[config.mk]
export PLATFORM = sky130hd
export DESIGN_NAME = t1_slip_buffer
export DESIGN_NICKNAME = d
export VERILOG_FILES = /design/src/rtl/t1sb_pkg.sv /design/src/rtl/t1sb_store.sv /design/src/rtl/t1sb_ctrl.sv /design/src/rtl/t1_slip_buffer.sv
export SDC_FILE = /design/constraint.sdc
export NUM_CORES = 1
export LEC_CHECK = 0
export BUFFER_PORTS_ARGS = -buffer_cell sky130_fd_sc_hd__buf_2
export CAP_MARGIN = 40
export CORE_MARGIN = 1.5
export CORE_UTILIZATION = 30
export CTS_CLUSTER_DIAMETER = 100
export CTS_CLUSTER_SIZE = 24
export DETAILED_ROUTE_END_ITERATION = 16
export PLACE_DENSITY = 0.56
export SLEW_MARGIN = 20
export SYNTH_ARGS = -nofsm -noshare
export SYNTH_HDL_FRONTEND = slang
export SYNTH_SLANG_ARGS = --single-unit
[constraint.sdc]
create_clock -name clk -period 3.9 [get_ports clk]
set_input_delay 0.78 -clock clk [delete_from_list [all_inputs] [get_ports clk]]
set_output_delay 0.78 -clock clk [all_outputs]
set_load 0.02 [all_outputs]
[src/rtl/t1sb_pkg.sv]
`timescale 1ns/1ps
package t1sb_pkg;
  // three frame slots: one being read, one complete and waiting, one filling
  localparam int NUM_SLOTS = 3;
  typedef logic [1:0] slot_t;

  // datapath -> control events
  typedef struct packed {
    logic frameDone;
    logic readStart;
  } evt_t;

  // control -> datapath slot selects
  typedef struct packed {
    slot_t wrSlot;
    slot_t rdSel;
  } sel_t;
endpackage

[src/rtl/t1sb_store.sv]
`timescale 1ns/1ps
module t1sb_store
  import t1sb_pkg::*;
#(
  parameter int CHANNELS  = 24,
  parameter int CHAN_BITS = 8
) (
  input  logic                 clk,
  input  logic                 rstN,
  input  logic                 lineBitEn,
  input  logic                 lineBit,
  input  logic                 lineFrameStart,
  input  logic                 sysOctetEn,
  input  logic                 sysFrameStart,
  input  sel_t                 sel,
  output evt_t                 evt,
  output logic                 octetValid,
  output logic [CHAN_BITS-1:0] octetData
);
  localparam int FRAME_BITS = CHANNELS * CHAN_BITS;
  localparam int POS_W      = $clog2(FRAME_BITS + 1);
  localparam int CH_W       = $clog2(CHANNELS + 1);

  logic [FRAME_BITS-1:0] store [NUM_SLOTS];
  logic [POS_W-1:0]      wrPos;
  logic [CH_W-1:0]       chan;
  logic                  wrBit;

  assign wrBit = lineBitEn && !lineFrameStart && (wrPos < POS_W'(FRAME_BITS));

  // write position: FRAME_BITS means idle until the next framing bit
  always_ff @(posedge clk or negedge rstN) begin
    if (!rstN) begin
      wrPos <= POS_W'(FRAME_BITS);
    end else if (lineBitEn) begin
      if (lineFrameStart)  wrPos <= '0;
      else if (wrBit)      wrPos <= wrPos + POS_W'(1);
    end
  end

  for (genvar s = 0; s < NUM_SLOTS; s++) begin : g_slot
    always_ff @(posedge clk or negedge rstN) begin
      if (!rstN)                                  store[s] <= '0;
      else if (wrBit && sel.wrSlot == slot_t'(s)) store[s][wrPos] <= lineBit;
    end
  end

  assign evt.frameDone = wrBit && (wrPos == POS_W'(FRAME_BITS - 1));
  assign evt.readStart = sysOctetEn && sysFrameStart;

  // read side
  logic [FRAME_BITS-1:0] rdFrame;
  logic [CH_W-1:0]       rdChan;
  logic [POS_W-1:0]      rdBase;
  logic [CHAN_BITS-1:0]  rdSlice, rdOctet;
  logic                  rdFire;

  always_comb begin
    rdFrame = store[0];
    for (int s = 1; s < NUM_SLOTS; s++)
      if (sel.rdSel == slot_t'(s)) rdFrame = store[s];
  end

  assign rdChan  = sysFrameStart ? '0 : chan;
  assign rdFire  = sysOctetEn && (sysFrameStart || chan < CH_W'(CHANNELS));
  assign rdBase  = POS_W'(rdChan) * POS_W'(CHAN_BITS);
  assign rdSlice = rdFrame[rdBase +: CHAN_BITS];

  always_comb begin
    for (int i = 0; i < CHAN_BITS; i++) rdOctet[CHAN_BITS-1-i] = rdSlice[i];
  end

  always_ff @(posedge clk or negedge rstN) begin
    if (!rstN) begin
      chan       <= CH_W'(CHANNELS);
      octetValid <= 1'b0;
      octetData  <= '0;
    end else begin
      octetValid <= rdFire;
      if (rdFire) begin
        octetData <= rdOctet;
        chan      <= rdChan + CH_W'(1);
      end
    end
  end
endmodule

[src/rtl/t1sb_ctrl.sv]
`timescale 1ns/1ps
module t1sb_ctrl
  import t1sb_pkg::*;
#(
  parameter int CNT_W = 8
) (
  input  logic             clk,
  input  logic             rstN,
  input  evt_t             evt,
  input  logic             slipClear,
  input  logic [CNT_W-1:0] maintLimit,
  input  logic [CNT_W-1:0] oosLimit,
  output sel_t             sel,
  output logic [CNT_W-1:0] delCount,
  output logic [CNT_W-1:0] repCount,
  output logic             delMaintAlarm,
  output logic             delOosAlarm,
  output logic             repMaintAlarm,
  output logic             repOosAlarm
);
  localparam logic [CNT_W-1:0] CNT_MAX = '1;

  logic  ready, readyN, delHit, repHit;
  slot_t readySlot, readySlotN, rdSlot, rdSlotN, wrSlot, wrSlotN;

  function automatic slot_t pickFree(slot_t a, slot_t b);
    slot_t r;
    r = '0;
    for (int s = NUM_SLOTS - 1; s >= 0; s--)
      if (slot_t'(s) != a && slot_t'(s) != b) r = slot_t'(s);
    return r;
  endfunction

  // completion is applied before the read decision of the same cycle
  always_comb begin
    readyN     = ready;
    readySlotN = readySlot;
    rdSlotN    = rdSlot;
    wrSlotN    = wrSlot;
    delHit     = 1'b0;
    repHit     = 1'b0;
    if (evt.frameDone) begin
      delHit     = ready;
      readyN     = 1'b1;
      readySlotN = wrSlot;
    end
    if (evt.readStart) begin
      if (readyN) begin
        rdSlotN = readySlotN;
        readyN  = 1'b0;
      end else begin
        repHit = 1'b1;
      end
    end
    if (evt.frameDone) wrSlotN = pickFree(rdSlotN, readyN ? readySlotN : rdSlotN);
  end

  always_ff @(posedge clk or negedge rstN) begin
    if (!rstN) begin
      ready     <= 1'b0;
      readySlot <= slot_t'(0);
      rdSlot    <= slot_t'(0);
      wrSlot    <= slot_t'(1);
      delCount  <= '0;
      repCount  <= '0;
    end else begin
      ready     <= readyN;
      readySlot <= readySlotN;
      rdSlot    <= rdSlotN;
      wrSlot    <= wrSlotN;
      if (slipClear)                          delCount <= '0;
      else if (delHit && delCount != CNT_MAX) delCount <= delCount + CNT_W'(1);
      if (slipClear)                          repCount <= '0;
      else if (repHit && repCount != CNT_MAX) repCount <= repCount + CNT_W'(1);
    end
  end

  assign sel.wrSlot    = wrSlot;
  assign sel.rdSel     = rdSlotN;
  assign delMaintAlarm = delCount >= maintLimit;
  assign delOosAlarm   = delCount >= oosLimit;
  assign repMaintAlarm = repCount >= maintLimit;
  assign repOosAlarm   = repCount >= oosLimit;
endmodule

[src/rtl/t1_slip_buffer.sv]
`timescale 1ns/1ps
module t1_slip_buffer
  import t1sb_pkg::*;
#(
  parameter int CHANNELS  = 24,
  parameter int CHAN_BITS = 8,
  parameter int CNT_W     = 8
) (
  input  logic                 clk,
  input  logic                 rstN,
  input  logic                 lineBitEn,
  input  logic                 lineBit,
  input  logic                 lineFrameStart,
  input  logic                 sysOctetEn,
  input  logic                 sysFrameStart,
  input  logic [CNT_W-1:0]     maintLimit,
  input  logic [CNT_W-1:0]     oosLimit,
  input  logic                 slipClear,
  output logic                 octetValid,
  output logic [CHAN_BITS-1:0] octetData,
  output logic [CNT_W-1:0]     delCount,
  output logic [CNT_W-1:0]     repCount,
  output logic                 delMaintAlarm,
  output logic                 delOosAlarm,
  output logic                 repMaintAlarm,
  output logic                 repOosAlarm
);
  evt_t evt;
  sel_t sel;

  t1sb_store #(.CHANNELS(CHANNELS), .CHAN_BITS(CHAN_BITS)) u_store (
    .clk(clk), .rstN(rstN),
    .lineBitEn(lineBitEn), .lineBit(lineBit), .lineFrameStart(lineFrameStart),
    .sysOctetEn(sysOctetEn), .sysFrameStart(sysFrameStart),
    .sel(sel), .evt(evt),
    .octetValid(octetValid), .octetData(octetData)
  );

  t1sb_ctrl #(.CNT_W(CNT_W)) u_ctrl (
    .clk(clk), .rstN(rstN), .evt(evt), .slipClear(slipClear),
    .maintLimit(maintLimit), .oosLimit(oosLimit), .sel(sel),
    .delCount(delCount), .repCount(repCount),
    .delMaintAlarm(delMaintAlarm), .delOosAlarm(delOosAlarm),
    .repMaintAlarm(repMaintAlarm), .repOosAlarm(repOosAlarm)
  );
endmodule

Word level (Yosys, flattened, before mapping)

Cells that the tools add are included.

Shifts and indexed selects: 1
Reduce and logical (&&, ||, !) cells: 23
Equal/unequal tests: 11
Mux-type cells: 26
Add/sub/neg operators: 4
$lt $le $gt $ge: 8

Operators by type and width:

| kind                | count |
|---|---|
| $bwmux 192          | 3 |
| $mux 192            | 2 |
| $shiftx 192x9->8    | 1 |
| $mux 8              | 6 |
| $ge 8x8->1          | 4 |
| $add 8x1->8 const B | 3 |
| $ne 8x8->1 const B  | 2 |
| $logic_and 1x1->1   | 14 |
| $mux 2              | 7 |
| $reduce_bool 2->1   | 5 |
| $lt 8x9->1 const B  | 1 |
| $demux 1 s8         | 1 |
| $eq 8x8->1 const B  | 1 |
| $ge 8x1->1 const B  | 1 |
| $lt 8x8->1 const B  | 1 |
| $mux 1              | 6 |
| $add 5x1->5 const B | 1 |
| $lt 5x5->1 const B  | 1 |
| $mux 5              | 1 |
| $eq 2x1->1 const B  | 2 |
| $eq 2x2->1 const B  | 2 |
| $ne 1x2->1 const A  | 2 |
| $ne 2x2->1 const A  | 2 |
| $logic_not 2->1     | 1 |
| other kinds (3)     | 3 |

Logic and storage cells: 86
Register bits: 621
Input bits: 24
Output and inout port bits: 29

Longest topological paths before layout

Gate-level depths: netlist of run 1.

Depth in word-level cells: 13
Mapped depth: 12
Mapped depth without buffers: 10

Modules after synthesis

From an unflattened synthesis of run 1, not the netlist that was laid out.

Cell total of the unflattened synthesis: 3,324
Area total of the unflattened synthesis: 33,973.8 µm²

Modules (own cells, without submodules):

| module     | sequential area each (µm²) | instances | area an instance (µm²) | cells an instance |
|---|---|---|---|---|
| t1sb_store | 14,969.4                   | 1         | 32,115.8               | 3,130 |
| t1sb_ctrl  | 576.8                      | 1         | 1,858.0                | 194 |

Worst setup path before layout of run 1

No wires, ideal clock.

Path type: in2reg
From: input sysFrameStart
To: register u_store.octetData[6]
Setup time: 137 ps
Path buffers: 4
Slack: 784 ps
Data required time: 3,763 ps
Arrival time: 2,979 ps
Cell stages on the path: 12
Cells stage by stage: clkbuf_1 > nor2b_1 > buf_2 > buf_2 > buf_1 > mux4_2 > a32oi_1 > nand2_1 > a31oi_1 > o32ai_1 > a211oi_1 > o211ai_1

Longest elaborated chain between the ends: 6
Elaborated cells on any way between the ends: 10
Those cells by class: eq/ne (2); shift (1); mux (4); reduce/logical (3)

RTL lines:

| item                  | line                 | text |
|---|---|---|
| start, declared       | t1_slip_buffer.sv:15 | `input logic sysFrameStart,` |
| $logic_and 1x1->1     | t1sb_store.sv:49     | `assign evt.readStart = sysOctetEn && sysFrameStart;` |
| $mux 2                | t1sb_ctrl.sv:47      | `if (evt.readStart) begin` |
| $eq 2x1->1            | t1sb_store.sv:61     | `if (sel.rdSel == slot_t'(s)) rdFrame = store[s];` |
| $mux 192 (2 in a row) | t1sb_store.sv:61     |  |
| $shiftx 192x9->8      | t1sb_store.sv:67     | `assign rdSlice = rdFrame[rdBase +: CHAN_BITS];` |
| end signal, assigned  | t1sb_store.sv:81     | `octetData <= rdOctet;` |
| end, declared         | t1sb_store.sv:18     | `output logic [CHAN_BITS-1:0] octetData` |

Parallel ways exist; a longest one is shown, timed or not.
A chain may end at the register's enable or synchronous reset.

Final worst setup path of run 1

From: register u_ctrl.delCount[0]
To: output delOosAlarm

Longest elaborated chain between the ends: 1

RTL lines:

| item                   | line                 | text |
|---|---|---|
| start, declared        | t1sb_ctrl.sv:14      | `output logic [CNT_W-1:0] delCount,` |
| start signal, assigned | t1sb_ctrl.sv:72      | `else if (delHit && delCount != CNT_MAX) delCount <= delCount + CNT_W'(1);` |
| $ge 8x8->1             | t1sb_ctrl.sv:81      | `assign delOosAlarm = delCount >= oosLimit;` |
| end, declared          | t1_slip_buffer.sv:24 | `output logic delOosAlarm,` |

Every way passes these cells.

==> results of run 1 <==
[cells in the mapped netlist (5+ instances only)]
library cell    n
nand2_1       559
a32oi_1         9
mux4_2         20
nor4_1         23
buf_2          22
a211oi_1       47
inv_1          55
xnor2_1         5
or4_1           8
mux2_2        558
nor3_1         93
o22ai_1        66
a21o_1         13
nand3_1        20
clkbuf_1      207
nor2_1        376
a221oi_1       23
o22a_1         14
mux2i_1        35
and3_1         10
a21oi_2         7
dfstp_2         5
or3_1          13
buf_6           6
o21ai_0        70
o221ai_1       29
nand2b_1       16
dfrtp_1       616
nand4_1         7
xor2_1          9
a21oi_1        58
buf_1          11
and2_1         10
a2111oi_0      14
nor2b_1        56
ha_1           39
[through the flow]
step	cell area (sq um)	worst slack (ps)
2_1_floorplan	32300	784
3_3_place_gp	34600	76.0
3_5_place_dp	34800	-34.7
4_1_cts	35600	229
5_1_grt	35700	167
6_report	35700	329
[sequential cells by signal, indices dropped and copies added (netlist names)]
| register | count |
|---|---|
| u_ctrl.wrSlot | 2 |
| u_ctrl.rdSlot | 2 |
| u_ctrl.ready | 1 |
| u_store.octetValid | 1 |
| u_ctrl.delCount | 8 |
| u_store.chan | 5 |
| u_ctrl.readySlot | 2 |
| u_store.wrPos | 8 |
| u_store.store | 576 |
| u_ctrl.repCount | 8 |
| u_store.octetData | 8 |
[metal layers]
layer | share of wire, % | wire (um) | global-route usage [%] | vias to the layer above
li1 | - | - | - | 10972
met5 | 0 | 0 | 0 | -
met4 | 3.4 | 3630 | 6.06 | 0
met2 | 44 | 46900 | 29.6 | 813
met3 | 7.2 | 7650 | 3.37 | 154
met1 | 45 | 48400 | 27.5 | 12499
[final cells by class]
class / instances / area, sq um / area share (%)
Sequential cell: 621 / 15500 / 43.6
Inverter: 55 / 206 / 0.579
Tap cell: 1403 / 1760 / 4.92
Clock buffer: 33 / 803 / 2.25
Antenna cell: 3 / 7.51 / 0.0211
Multi-Input combinational cell: 2256 / 15600 / 43.7
Timing Repair Buffer: 185 / 1720 / 4.81
Clock inverter: 4 / 52.6 / 0.147
[timing repair]
| item | CTS | global route |
|---|---|---|
| resized for setup | 0 | 1 |
| hold endpoints to repair | 0 | 0 |
| endpoints found under the setup margin | 0 | 1 |
[path summary, 6_finish.rpt]
path	end	slack (ps)	cells past startpoint
max in group asynchronous	u_store.store[424]	2660	2
min reg2reg	u_store.store[77]	510	1
max	delOosAlarm	330	11
min in group clk	u_store.wrPos[7]	340	2
max reg2reg	u_store.octetData[3]	390	9
min	u_ctrl.repCount[7]	110	1
[power by group through the flow]
stage / Combinational [W] / Sequential [W] / Clock (W)
2_1_floorplan: 0.000652 / 0.00669 / 0
3_3_place_gp: 0.00132 / 0.00673 / 0
3_5_place_dp: 0.00134 / 0.00672 / 0
4_1_cts: 0.00134 / 0.00660 / 0.00381
5_1_grt: 0.00143 / 0.00661 / 0.00402
6_report: 0.00134 / 0.00660 / 0.00372
[cell families (layout without fill, tap and decap cells)]
logic type      Yosys count  in the layout  synth area share (%)
compound gates          378            378                  8.16
buf+inv                 303            277                  3.77
xor+xnor                 14             14                 0.380
flops                   621            621                  48.2
mux                     613            613                  22.0
simple gates           1212           1212                  16.0
other cells               0              3                     0
fa+ha+maj                39             39                  1.51
==> results.ini, run 1 <==
[global_routing]
grt_first_pass_wirelength_um = 161000
number_of_antenna_violations_at_the_first_check_in_global_routing = 3
grt_pass1_vias = 23981
globalRouteTotalUtil_pct = 19.3
grt-ovfl-total = 0
grt_start_max_net_pins = 133

[floorplanning]
die-width_um = 331
initial_utilization_pct = 30.2
design.core.area_sq_mm = 0.107
dieHeight_um = 331
core.rowCount = 120
dieArea_sq_mm = 0.110
boundary_pin_count = 53

[synthesis]
ys.warnings.count = 0
syn_area_per_cell_sq_um = 10.1
synthesis.instances = 3180
syn_area_sq_mm = 0.0323
synth_ff_type = dfrtp_1
ys_seq_elements = 621
fraction_of_registers_with_async_set_or_reset_after_synthesis_pct = 100
synth.top_cell.area_share_pct = 47.8
mappedNetlistNets = 3243
synth_top_cell_by_area = dfrtp_1
sequential_cell_area_fraction_in_the_yosys_report_pct = 48.2
unique_masters_post_synth = 73
synth-edff-count = 0
synth.area.top_cells = dfrtp_1, mux2_2, nand2_1, nor2_1, clkbuf_1

[sta]
final_period_demand_of_the_worst_path_ps = 3570
clock-skew-final_ps = 12.9
slew_headroom_pct = 42.9
ratio_of_final_minimum_period_to_clock_period_pct = 91.6
finalHoldViolCount = 0
final.hold.worst_slack_ps = 112
grt_setup_unrepaired = false
timing_max_transition_violations_final = 0
final.setup.tns_ps = 0
worstMarginPinSlew_ps = 857
fmax_ghz = 0.280
final_report_setup_violation_count = 0

[critical_path]
r2r-start = u_store.wrPos[0]
timing.critical_path.max_delay_family = compound AO/OA/AOI/OAI gates
critical_path_class = reg -> out
crit_slowest_cell = dfrtp_1
worst-endpoint-required_ps = 3120
critPathMaxFanout = 5
worst-path-buf-inv = 2
origin_of_the_worst_setup_path = u_ctrl.delCount[0]
worstPathCellList = inv_1 -> ha_1 -> nand2b_1 -> a21o_1 -> a21o_1 -> a21o_1 -> a21oi_1 -> nor2b_1 -> o21ai_0 -> a21oi_1 -> buf_2
crit_top_cell = a21o_1
timing.critical_path.to_type = output pin
cp_data_arrival_time_ps = 2790
max_stage_delay_ps = 450
critPathLaunchType = register

[route]
drt_wl_total_um = 107000
route.detailed.drc = 0
dr_pass1_iterations = 5
antenna_left = 0
vias_per_inst = 5.36
wl_per_cell_um = 23.4
vias = 24438
drt_first_iter_violations = 2100

[clocking]
ctsRootBufferMaster = clkbuf_16
tritoncts_clock_tree = yes
clock_path_buffers = 3
clock_tree.htree_level_count = 1
cts_inserted_buffers = 30
clkSinkCount = 621
cts_post_setup_buffers_inserted = 0
worstSkewPairLatency_ps = 640
clkTransAtPathRegs_ps = 100
holdBufCountCts = 0

[finish]
synthToLayoutAreaGrowth_pct = 10.5
instances_no_fill = 4560
layout.cells.most_common = dfrtp_1
commonest_non_fill_non_tap_cells_in_the_layout = dfrtp_1, nand2_1, mux2_2, nor2_1, buf_4
design.final.nets = 3212
fillers = 10877
postLayoutCoreUtil_pct = 33.4
layout-drive-gt1-share_pct = 26.6

[pwr]
power_density_mw_per_mm2 = 327
reg_power_share_pct = 56.6
total_leakage_power_nw = 15.8
p_sw_share_pct = 27.7
power.combinational.fraction_pct = 11.5
power.total_w = 0.0117
ir_worst_vdd_mv = 0.349
cell_internal_pwr_w = 0.00844
pwr-share-clk_pct = 31.9
p_sw_w = 0.00323

[placed_design]
weighted_congestion_reported_at_the_end_of_routability_driven_placement = 0.885
dp.cells = 4520
dp.final_hpwl_um = 70700
placement.io_buffers = 52

[flow_run]
maxCapViolations = 0

[min_path]
min-delay-path-class = in -> async

[run_status]
status = finished, final reports clean

Note: power is estimated with default switching activity, not from simulation.
==> run 2, diff against run 1 <==
CORE_ASPECT_RATIO = 1.75   (was default)
==> results.ini, run 2 (synthesis gave the netlist of run 1 again) <==
[run_status]
status = finished, final reports clean

[finish]
commonest_non_fill_non_tap_cells_in_the_layout = dfrtp_1, nand2_1, mux2_2, nor2_1, buf_4
layout-drive-gt1-share_pct = 26.8
synthToLayoutAreaGrowth_pct = 10.4
max_flop_register = u_store.store
seq_area_sq_mm = 0.0155
postLayoutCoreUtil_pct = 33.3
fillers = 10870
design.final.nets = 3224
largest_register_ff_count = 576
multiInputGateArea_sq_mm = 0.0156
layout.cells.most_common = dfrtp_1

[global_routing]
globalRouteTotalUtil_pct = 19.6
grt-ovfl-total = 0
grt_start_max_net_pins = 122
number_of_antenna_violations_at_the_first_check_in_global_routing = 2
grt_pass1_vias = 25111
grt_first_pass_wirelength_um = 164000

[sta]
ratio_of_final_minimum_period_to_clock_period_pct = 90.7
worstMarginPinSlew_ps = 1060
timing_max_transition_violations_final = 0
final.setup.tns_ps = 0
grt_setup_unrepaired = false
final_period_demand_of_the_worst_path_ps = 3540
clock-skew-final_ps = 33.2
slew_headroom_pct = 29.5
final_report_setup_violation_count = 0
fmax_ghz = 0.283
finalHoldViolCount = 0
final.hold.worst_slack_ps = 126

[clocking]
holdBufCountCts = 0
ctsRootBufferMaster = clkbuf_16
clkSinkCount = 621
tritoncts_clock_tree = yes
clock_path_buffers = 3
clkTransAtPathRegs_ps = 100
cts_inserted_buffers = 29
cts_post_setup_buffers_inserted = 0
worstSkewPairLatency_ps = 650
clock_tree.htree_level_count = 1
cts_resized = 0

[critical_path]
critPathLaunchType = register
crit_top_cell = a21o_1
timing.critical_path.to_type = output pin
critical_path_class = reg -> out
timing.critical_path.max_delay_family = compound AO/OA/AOI/OAI gates
critPathMaxFanout = 5
worst-path-buf-inv = 2
worst-endpoint-required_ps = 3120
worstPathCellList = inv_1 -> ha_1 -> nand2b_1 -> a21o_1 -> a21o_1 -> a21o_1 -> a21oi_1 -> nor2b_1 -> o21ai_0 -> a21oi_1 -> buf_2
cp_data_arrival_time_ps = 2760
crit_slowest_cell = dfrtp_1
max_stage_delay_ps = 490

[pwr]
ir_worst_vdd_mv = 0.233
power_density_mw_per_mm2 = 323
power.total_w = 0.0115
total_leakage_power_nw = 15.8

[route]
wl_per_cell_um = 23.9
dr_pass1_iterations = 5
vias_per_inst = 5.40
drt_wl_total_um = 109000
vias = 24537
drt_first_iter_violations = 1896
route.detailed.drc = 0
antenna_left = 0

[floorplanning]
initial_utilization_pct = 30.1
design.core.area_sq_mm = 0.107
dieArea_sq_mm = 0.110
core.rowCount = 159
dieHeight_um = 437
boundary_pin_count = 53
die-width_um = 251

[placed_design]
placement.io_buffers = 52
weighted_congestion_reported_at_the_end_of_routability_driven_placement = 0.922
dp.final_hpwl_um = 75100

[flow_run]
maxCapViolations = 0

[min_path]
min-delay-path-class = in -> async

-- run 2: routing by layer --
metal / vias to the layer above / global-route usage [%] / wire (um)
li1: 10986 / - / -
met1: 12598 / 22.1 / 41100
met2: 687 / 36.2 / 56800
met3: 266 / 1.60 / 3990
met4: 0 / 11.1 / 6730
met5: - / 0 / 0
-- run 2: worst paths after layout --
check | startpoint | endpoint | slack, ps | cells past startpoint
min in group clk | lineFrameStart | u_store.wrPos[7] | 340 | 2
setup / recovery | u_ctrl.delCount[0] | delOosAlarm | 360 | 11
max in group asynchronous | rstN | u_ctrl.wrSlot[0] | 2600 | 2
hold reg to reg | u_store.store[32] | u_store.store[32] | 510 | 1
hold / removal | rstN | u_store.store[430] | 130 | 1
setup reg to reg | u_store.wrPos[0] | u_store.octetData[2] | 440 | 10
-- run 2: power by group --
group          total (W)  switching [W]  internal, W
combinational    0.00135       0.000952     0.000400
clock            0.00353        0.00215      0.00138
sequential       0.00661       0.000111      0.00650
-- run 2: area by class of cell --
type	instances	area share, %
Tap cell	1368	4.81
Antenna cell	1	0.00703
Sequential cell	621	43.7
Timing Repair Buffer	198	5.00
Clock inverter	1	0.0141
Multi-Input combinational cell	2256	43.8
Clock buffer	40	2.15
Inverter	55	0.580
-- run 2: metrics by stage --
step                area (sq um)  instances  setup slack, ps
finish                     35600       4540              363
floorplan                  32300       3180              784
global placement           34600       4486              246
global route               35600       4540              109
detailed placement         34800       4498              229
CTS                        35600       4539              320
